$ cat config.mk
export PLATFORM = sky130hd
export DESIGN_NAME = adc_trig_sel
export DESIGN_NICKNAME = d
export VERILOG_FILES = /design/src/rtl/adc_trig_pkg.sv /design/src/rtl/adc_trig_cfg_reg.sv /design/src/rtl/adc_trig_src_mux.sv /design/src/rtl/adc_trig_edge_gen.sv /design/src/rtl/adc_trig_sel.sv
export SDC_FILE = /design/constraint.sdc
export NUM_CORES = 1
export LEC_CHECK = 0
export CORE_AREA = 5 5 42 44
export CTS_BUF_LIST = sky130_fd_sc_hd__clkbuf_8
export CTS_CLUSTER_DIAMETER = 30
export DETAILED_ROUTE_END_ITERATION = 8
export DIE_AREA = 0 0 47 49
export GPL_ROUTABILITY_DRIVEN = 0
export PLACE_DENSITY = 0.81
export SLEW_MARGIN = 20
export SYNTH_ARGS = -nofsm -noshare
export SYNTH_HDL_FRONTEND = slang
export SYNTH_SLANG_ARGS = --single-unit
$ cat constraint.sdc
create_clock -name clk -period 3.2 [get_ports clk]
set_input_delay 0.48 -clock clk [delete_from_list [all_inputs] [get_ports clk]]
set_output_delay 0.48 -clock clk [all_outputs]
set_load 0.03 [all_outputs]
$ cat src/rtl/adc_trig_pkg.sv
package adc_trig_pkg;
  localparam int NUM_SRC = 8;
  localparam int SEL_W   = $clog2(NUM_SRC);
  localparam int REG_W   = 8;
  typedef logic [SEL_W-1:0] trig_sel_t;
  localparam trig_sel_t SEL_FREE_RUN = '0;
endpackage

$ cat src/rtl/adc_trig_cfg_reg.sv
module adc_trig_cfg_reg #(
  parameter int REG_W = adc_trig_pkg::REG_W,
  parameter int SEL_W = adc_trig_pkg::SEL_W
) (
  input  logic             clk,
  input  logic             rst_n,
  input  logic             wr_en,
  input  logic [REG_W-1:0] wr_data,
  output logic [REG_W-1:0] rd_data,
  output logic [SEL_W-1:0] sel
);
  localparam int PAD_W = REG_W - SEL_W;

  logic [SEL_W-1:0] sel_r;

  // Only the source code is stored; upper bits, reserved included, are dropped.
  always_ff @(posedge clk or negedge rst_n) begin
    if (!rst_n)     sel_r <= '0;
    else if (wr_en) sel_r <= wr_data[SEL_W-1:0];
  end

  assign sel     = sel_r;
  assign rd_data = {{PAD_W{1'b0}}, sel_r};
endmodule

$ cat src/rtl/adc_trig_src_mux.sv
module adc_trig_src_mux #(
  parameter int NUM_SRC = adc_trig_pkg::NUM_SRC,
  parameter int SEL_W   = adc_trig_pkg::SEL_W
) (
  input  logic [SEL_W-1:0]   sel,
  input  logic               conv_done,
  input  logic [NUM_SRC-2:0] evt_flags,
  output logic               muxed
);
  logic [NUM_SRC-1:0] src_vec;

  // Slot zero is the converter's own completion flag (free-running).
  assign src_vec[0] = conv_done;
  for (genvar i = 1; i < NUM_SRC; i++) begin : g_src
    assign src_vec[i] = evt_flags[i-1];
  end

  assign muxed = src_vec[sel];
endmodule

$ cat src/rtl/adc_trig_edge_gen.sv
module adc_trig_edge_gen #(
  parameter int SEL_W = adc_trig_pkg::SEL_W
) (
  input  logic             clk,
  input  logic             rst_n,
  input  logic [SEL_W-1:0] sel,
  input  logic             muxed,
  input  logic             auto_en,
  input  logic             adc_en,
  input  logic             conv_busy,
  output logic             start_pulse
);
  logic             sig_q;
  logic [SEL_W-1:0] sel_q;
  logic             start_q;
  logic             rise;
  logic             enter_fr;
  logic             fire;

  assign rise     = muxed & ~sig_q;
  assign enter_fr = (sel == '0) & (sel_q != '0);
  assign fire     = rise & ~enter_fr & auto_en & adc_en & ~conv_busy;

  // sig_q tracks regardless of enables so enabling never forges an edge.
  always_ff @(posedge clk or negedge rst_n) begin
    if (!rst_n) begin
      sig_q   <= 1'b0;
      sel_q   <= '0;
      start_q <= 1'b0;
    end else begin
      sig_q   <= muxed;
      sel_q   <= sel;
      start_q <= fire;
    end
  end

  assign start_pulse = start_q;
endmodule

$ cat src/rtl/adc_trig_sel.sv
module adc_trig_sel
  import adc_trig_pkg::*;
(
  input  logic               clk,
  input  logic               rst_n,
  input  logic               cfg_wr_en,
  input  logic [REG_W-1:0]   cfg_wr_data,
  output logic [REG_W-1:0]   cfg_rd_data,
  input  logic               auto_en,
  input  logic               adc_en,
  input  logic [NUM_SRC-2:0] evt_flags,
  input  logic               conv_done,
  input  logic               conv_busy,
  output logic               start_pulse
);
  trig_sel_t sel;
  logic      muxed;

  adc_trig_cfg_reg #(.REG_W(REG_W), .SEL_W(SEL_W)) u_cfg (
    .clk(clk), .rst_n(rst_n), .wr_en(cfg_wr_en), .wr_data(cfg_wr_data),
    .rd_data(cfg_rd_data), .sel(sel)
  );

  adc_trig_src_mux #(.NUM_SRC(NUM_SRC), .SEL_W(SEL_W)) u_mux (
    .sel(sel), .conv_done(conv_done), .evt_flags(evt_flags), .muxed(muxed)
  );

  adc_trig_edge_gen #(.SEL_W(SEL_W)) u_edge (
    .clk(clk), .rst_n(rst_n), .sel(sel), .muxed(muxed), .auto_en(auto_en),
    .adc_en(adc_en), .conv_busy(conv_busy), .start_pulse(start_pulse)
  );
endmodule

==> results.yml, run 1 <==
grt:
  track_usage_pct: 9.45
  grt_pass1_vias: 334
  gr-total-overflow: 0
  grt_max_degree: 10
  grt_pass1_wl_um: 1410
  antenna_found_initial: 0
finish:
  ff_latch_area_sq_um: 200
  nets: 77
  multiInputGateArea_sq_um: 166
  layout_commonest_cell: "clkdlybuf4s50_1"
  diodes: 0
  drive_gt1_share_pct: 15.1
  syn2layout_area_growth_pct: 56.9
  mostFrequentLayoutCells: "clkdlybuf4s50_1 (20), dfrtp_1 (8), conb_1 (5)"
  post_layout_nonfiller_instances: 69
  nFillCells: 143
clock_network:
  cts.path.max_buffers: 2
  cts_root_buf: "clkbuf_8"
  clock_latency_ns: 0.23
  htree_levels: 1
  cts_tree: "done"
  ctsHoldBuffers: 0
  cts.sinks: 8
  clk_pin_slew_ns: 0.04
  post_cts_buffers: 0
  cts.repair.resized: 0
  numCtsBuffers: 3
synth:
  yosysTopAreaCell: "dfrtp_1"
  synth_area_leaders: "dfrtp_1 (50%), mux2_2 (11%), buf_4 (9.4%)"
  yosysTopAreaCellShare_pct: 50.0
  ys_ff_latch: 8
  netlist_area_sq_um: 400
  syn_avg_cell_area_sq_um: 12.5
  syn_inst: 32
  synth_cell_types: 16
  ys_warn_count: 0
  synth.yosys.seq_area_share_pct: 50.0
detailed_routing:
  via_per_inst: 4.54
  drc: 0
  drt-initial-drc-count: 0
  vias: 313
  wl_per_cell_um: 14.3
  first_pass_iters: 1
  wl_um: 989
  antenna_left: 0
timing:
  slew_viol_final: 0
  period_share_pct: 61.8
  fin_tns_setup_ns: 0
  fmax_ghz: 0.505
  hold_violations: 0
  whs_ns: 0.515
  finalClockSkew_ns: 0.000666
  setup_violations: 0
  rsz0062_at_grt: "no"
  period_minus_slack_ns: 1.98
worst_setup_path:
  critical_path_arrival_ns: 1.50
  path_depth: 1
  r2r_slack_ns: 1.83
  cp_slowest_cell: "clkdlybuf4s50_1"
  endpoint: "cfg_rd_data[0]"
  crit_path_start: "u_cfg.sel[0]"
  critPathMaxFanout: 9
  crit_buf_inv: 1
  cp_top_family: "buffers and inverters"
  path_class: "register to primary output"
  crit_path_end_kind: "primary output"
  r2r_start: "u_cfg.sel[0]"
  crit_path_max_incr_delay_ns: 0.74
  start_kind: "register"
  crit_chain: "clkdlybuf4s50_1"
  cp.required_ns: 2.72
  reg2regPathDepth: 3
  worst_r2r_endpoint: "u_edge.start_pulse"
floorplan:
  placementRows: 14
  dieArea_sq_mm: 0.00230
  die_h_um: 49
  die_w_um: 47
  start_util_pct: 28.6
  coreArea_sq_mm: 0.00140
  num_io_pins: 31
placement:
  dpl.cell_count: 66
  place.port_buffers: 20
power_and_ir_drop:
  power_density_mw_per_mm2: 498
  ir_worst_vdd_mv: 0.254
  leakage_nw: 0.256
worst_hold_path:
  holdPathStages: 3
  hold_class: "register to register"
run_status:
  outcome: "finished clean"
flow_run:
  cap_violations: 0
## per-stage QoR
step                area [sq um]  power [mW]  utilization, %  worst slack (ns)
floorplan                    415       0.162               -              1.80
global placement             587       0.188            41.9              1.47
detailed placement           587       0.191            41.9              1.44
CTS                          628       0.315            44.8              1.21
global route                 628       0.326            44.8              1.18
finish                       628       0.313            44.8              1.22
## worst min path at each step
| stage | slack [ns] | start | to |
|---|---|---|---|
| finish | 0.51 | u_edge.sig_q | u_edge.start_pulse |
| global route | 0.54 | u_edge.sig_q | u_edge.start_pulse |
| CTS | 0.52 | u_edge.sig_q | u_edge.start_pulse |
| detailed placement | 0.51 | u_edge.sig_q | u_edge.start_pulse |
| global placement | 0.49 | u_edge.sig_q | u_edge.start_pulse |
| floorplan | 0.18 | rst_n | u_cfg.sel[0] |
## report_power, final
| group | leakage, nW | internal (mW) | total [mW] | switching (mW) |
|---|---|---|---|---|
| Clock | 0.0216 | 0.0817 | 0.124 | 0.0418 |
| Sequential | 0.0953 | 0.112 | 0.123 | 0.0109 |
| Combinational | 0.140 | 0.0365 | 0.0660 | 0.0295 |
## per-layer routing
layer	global-route usage [%]	vias up	part of all wire, %
li1	-	148	-
met1	8.80	144	33
met2	14.9	17	52
met3	4.80	4	12
met4	6.91	0	3.3
met5	0	-	0
## synth_stat cells, drive strengths merged
library cell	number
nor3	2
o22ai	1
conb	1
nor4	1
mux2i	1
nor4bb	1
nor2b	1
o41ai	1
mux2	5
dfrtp	8
and3	1
a2111oi	1
buf	6
nand2b	2
## cell families after synthesis
| kind of cell | share of synthesized area [%] |
|---|---|
| compound gates | 6.25 |
| buf+inv | 12.2 |
| flops | 50.0 |
| mux | 16.6 |
| other cells | 0.937 |
| simple gates | 14.1 |
## sequential cells by signal, summed over array words and instances, names as in the netlist
| name | cells |
|---|---|
| u_edge.sig_q | 1 |
| u_edge.start_pulse | 1 |
| u_edge.sel_q | 3 |
| u_cfg.sel | 3 |
## cell type report
class	instances	share of cell area (%)
flip-flops and latches	8	31.9
repair buffers	20	31.9
multi-input cells	22	26.5
well taps	16	3.19
clock buffers	3	6.57
Power figures use the tool's default switching activity.
==> run 2: changes to the inputs <==
==> constraint.sdc (replaced) <==
create_clock -name clk -period 2 [get_ports clk]
set_input_delay 0.3 -clock clk [delete_from_list [all_inputs] [get_ports clk]]
set_output_delay 0.3 -clock clk [all_outputs]
set_load 0.03 [all_outputs]
==> results.yml, run 2 (synthesis gave the netlist of run 1 again) <==
clock_network:
  cts.repair.resized: 0
  cts_tree: "done"
  htree_levels: 1
  post_cts_buffers: 0
  cts.path.max_buffers: 2
  clock_latency_ns: 0.22
  ctsHoldBuffers: 0
  cts_root_buf: "clkbuf_8"
  clk_pin_slew_ns: 0.04
  cts.sinks: 8
  numCtsBuffers: 3
grt:
  track_usage_pct: 8.23
  grt_max_degree: 10
  busiest_layer: "met2"
  grt.met1_usage_pct: 7.64
  grt_pass1_vias: 314
  grt_util_met2_pct: 14.5
  gr-total-overflow: 0
  antenna_found_initial: 0
  grt_pass1_wl_um: 1300
  use_met3_pct: 4.43
floorplan:
  start_util_pct: 28.6
  die_w_um: 47
  die_h_um: 49
  num_io_pins: 31
  dieArea_sq_mm: 0.00230
  placementRows: 14
  coreArea_sq_mm: 0.00140
worst_setup_path:
  cp_slowest_cell: "clkdlybuf4s50_1"
  critPathMaxFanout: 9
  cp.required_ns: 1.70
  crit_path_max_incr_delay_ns: 0.74
  crit_path_end_kind: "primary output"
  start_kind: "register"
  path_class: "register to primary output"
  crit_buf_inv: 1
  critical_path_arrival_ns: 1.47
  cp_top_family: "buffers and inverters"
  crit_chain: "clkdlybuf4s50_1"
timing:
  slew_viol_final: 0
  fmax_ghz: 0.564
  setup_violations: 0
  finalClockSkew_ns: 0.00101
  period_share_pct: 88.6
  rsz0062_at_grt: "no"
  period_minus_slack_ns: 1.77
  fin_tns_setup_ns: 0
  hold_violations: 0
placement:
  place_hpwl_um: 745
  place.port_buffers: 20
finish:
  diodes: 0
  nets: 77
  fin_util_pct: 44.8
  syn2layout_area_growth_pct: 56.9
  drive_gt1_share_pct: 15.1
  layout_commonest_cell: "clkdlybuf4s50_1"
  mostFrequentLayoutCells: "clkdlybuf4s50_1 (20), dfrtp_1 (8), conb_1 (5)"
detailed_routing:
  first_pass_iters: 1
  vias: 316
  wl_per_cell_um: 12.5
  antenna_left: 0
  via_per_inst: 4.58
  drc: 0
  wl_um: 865
  drt-initial-drc-count: 0
worst_hold_path:
  hold_class: "input pin to asynchronous set/reset pin"
flow_run:
  cap_violations: 0
run_status:
  outcome: "finished clean"
power_and_ir_drop:
  power_density_mw_per_mm2: 773
  leakage_nw: 0.256
  ir_worst_vdd_mv: 0.503
[run 2: cell counts in the layout (fill, tap and decap cells not counted)]
Identical to the previous run, type by type.
[run 2: metal layers]
metal	wire [um]	share of wire, %	vias up
li1	-	-	147
met1	294	34	153
met2	460	53	16
met3	111	13	0
met4	0	0	0
met5	0	0	-
[run 2: metrics by stage]
step | hold WS, ns | setup slack [ns] | std cells | area, sq um | total power, mW
2_1_floorplan | 0.00441 | 0.604 | 36 | 415 | 0.260
3_3_place_gp | 0.492 | 0.455 | 66 | 587 | 0.301
3_5_place_dp | 0.510 | 0.433 | 66 | 587 | 0.305
4_1_cts | 0.372 | 0.200 | 69 | 628 | 0.494
5_1_grt | 0.394 | 0.162 | 69 | 628 | 0.513
6_report | 0.358 | 0.228 | 69 | 628 | 0.486
[run 2: path summary, 6_finish.rpt]
path                              startpoint            endpoint  slack (ns)  cells past startpoint
worst max-delay path            u_cfg.sel[0]      cfg_rd_data[0]        0.23                      1
worst min-delay path                   rst_n        u_edge.sig_q        0.36                      1
worst max register to register  u_cfg.sel[0]  u_edge.start_pulse        0.64                      3
worst min register to register  u_cfg.sel[1]     u_edge.sel_q[1]        0.51                      0
max in group asynchronous              rst_n        u_cfg.sel[1]        1.38                      1
min in group clk                u_cfg.sel[1]     u_edge.sel_q[1]        0.51                      0
[run 2: layout make-up]
cell class / count / area [sq um]
clock buffers: 3 / 41.3
fillers: 148 / 773
multi-input cells: 22 / 166
flip-flops and latches: 8 / 200
well taps: 16 / 20.0
repair buffers: 20 / 200
[run 2: power breakdown]
| group | switching (mW) | internal (mW) | total [mW] |
|---|---|---|---|
| logic | 0.0467 | 0.0584 | 0.105 |
| registers | 0.0163 | 0.180 | 0.196 |
| clock network | 0.0551 | 0.130 | 0.185 |
| total | 0.118 | 0.368 | 0.486 |
==> run 3: changes to the inputs <==
--- a/config.mk
+++ b/config.mk
@@ -11,8 +11,9 @@
 export DETAILED_ROUTE_END_ITERATION = 8
 export DIE_AREA = 0 0 47 49
 export GPL_ROUTABILITY_DRIVEN = 0
-export PLACE_DENSITY = 0.81
+export PLACE_DENSITY = 0.8
 export SLEW_MARGIN = 20
 export SYNTH_ARGS = -nofsm -noshare
 export SYNTH_HDL_FRONTEND = slang
+export SYNTH_HIERARCHICAL = 1
 export SYNTH_SLANG_ARGS = --single-unit
==> results.yml, run 3 <==
grt:
  grt_max_degree: 9
  track_usage_pct: 7.99
  antenna_found_initial: 0
  grt_pass1_wl_um: 1200
  gr-total-overflow: 0
  grt_pass1_vias: 298
worst_setup_path:
  crit_chain: "clkdlybuf4s50_1"
  cp_slowest_cell: "clkdlybuf4s50_1"
  path_class: "register to primary output"
  critPathMaxFanout: 6
  crit_path_end_kind: "primary output"
  crit_path_max_incr_delay_ns: 0.72
  critical_path_arrival_ns: 1.39
  cp.required_ns: 1.70
  start_kind: "register"
  cp_top_family: "buffers and inverters"
  crit_buf_inv: 1
timing:
  rsz0062_at_grt: "no"
  period_share_pct: 84.3
  finalClockSkew_ns: 0.00217
  whs_ns: 0.351
  hold_violations: 0
  fmax_ghz: 0.593
  setup_violations: 0
  period_minus_slack_ns: 1.69
  slew_viol_final: 0
  fin_tns_setup_ns: 0
synth:
  synth-edff-count: 0
  yosys-top-cells-count: "buf_4 (8), dfrtp_1 (8), mux2_2 (4), mux4_1 (2)"
  yosysTopAreaCell: "dfrtp_1"
  syn_avg_cell_area_sq_um: 14.6
  synth_ff_type: "dfrtp_1"
  ys_warn_count: 6
  netlist_area_sq_um: 393
  ys_ff_latch: 8
  synth_area_leaders: "dfrtp_1 (51%), buf_4 (15%), mux4_1 (13%)"
  synthArstFlopShare_pct: 100
  synth.yosys.seq_area_share_pct: 51.0
  synth_cell_types: 9
  yosysTopAreaCellShare_pct: 51.0
  syn_inst: 27
finish:
  nets: 70
  layout_commonest_cell: "clkdlybuf4s50_1"
  diodes: 0
  post_layout_nonfiller_instances: 62
  mostFrequentLayoutCells: "clkdlybuf4s50_1 (20), dfrtp_1 (8), conb_1 (5)"
  syn2layout_area_growth_pct: 55.1
  nFillCells: 150
  drive_gt1_share_pct: 15.2
clock_network:
  cts.path.max_buffers: 2
  clk_pin_slew_ns: 0.04
  cts.repair.resized: 0
  numCtsBuffers: 3
  cts_root_buf: "clkbuf_8"
  htree_levels: 1
  post_cts_buffers: 0
  cts_tree: "done"
  ctsHoldBuffers: 0
  cts.sinks: 8
  clock_latency_ns: 0.23
detailed_routing:
  wl_per_cell_um: 12.8
  drc: 0
  drt-met1-wl_um: 274
  wl_um: 791
  first_pass_iters: 1
  wl_met2_um: 379
  drt-initial-drc-count: 0
  top_layer_used: "met4"
  via_per_inst: 4.40
  antenna_left: 0
  vias: 273
  route.met3.wl_um: 127
floorplan:
  placementRows: 14
  coreArea_sq_mm: 0.00140
  start_util_pct: 28.0
  die_h_um: 49
  num_io_pins: 31
  die_w_um: 47
  dieArea_sq_mm: 0.00230
flow_run:
  cap_violations: 0
worst_hold_path:
  hold_class: "input pin to asynchronous set/reset pin"
power_and_ir_drop:
  leakage_nw: 0.264
  total_power_mw: 0.481
  power_density_mw_per_mm2: 790
  ir_worst_vdd_mv: 0.489
placement:
  place.port_buffers: 20
  dpl.cell_count: 59
run_status:
  outcome: "finished clean"
-- run 3: final timing paths --
check | start | end | slack [ns] | cells after the start
max in group asynchronous | rst_n | u_cfg/sel[1] | 1.39 | 1
hold reg to reg | u_cfg/sel[1] | u_edge/sel_q[1] | 0.45 | 0
min in group clk | u_cfg/sel[1] | u_edge/sel_q[1] | 0.45 | 0
hold / removal | rst_n | u_edge/sig_q | 0.35 | 1
setup / recovery | u_cfg/sel[0] | cfg_rd_data[0] | 0.31 | 1
setup reg to reg | u_cfg/sel[0] | u_edge/start_pulse | 0.45 | 3
-- run 3: per-layer routing --
layer | global-route usage [%] | up-vias
met3 | 5.90 | 2
met1 | 7.09 | 129
met2 | 12.0 | 19
met5 | 0 | -
met4 | 5.53 | 0
li1 | - | 123
-- run 3: power breakdown --
| part | total, mW | internal [mW] | switching, mW |
|---|---|---|---|
| sequential | 0.192 | 0.180 | 0.0125 |
| clock | 0.189 | 0.130 | 0.0590 |
| combinational | 0.100 | 0.0580 | 0.0422 |
-- run 3: logic make-up after synthesis --
logic type             after synthesis  share of synthesized area (%)
AO/OA/AOI/OAI                        1                           2.55
buffers and inverters                8                           15.3
flip-flops                           8                           51.0
multiplexers                         6                           24.8
other                                1                          0.954
AND/OR/NAND/NOR                      3                           5.41
-- run 3: cell type report --
type | instances | area, sq um | area share [%]
clock buffers | 3 | 41.3 | 6.78
multi-input cells | 15 | 148 | 24.2
flip-flops and latches | 8 | 200 | 32.9
well taps | 16 | 20.0 | 3.29
repair buffers | 20 | 200 | 32.9
-- run 3: through the flow --
stage / instance area (sq um) / utilization, % / setup WS [ns]
global route: 609 / 43.5 / 0.283
CTS: 609 / 43.5 / 0.317
detailed placement: 568 / 40.5 / 0.281
finish: 609 / 43.5 / 0.314
global placement: 568 / 40.5 / 0.307
floorplan: 408 / - / 0.299
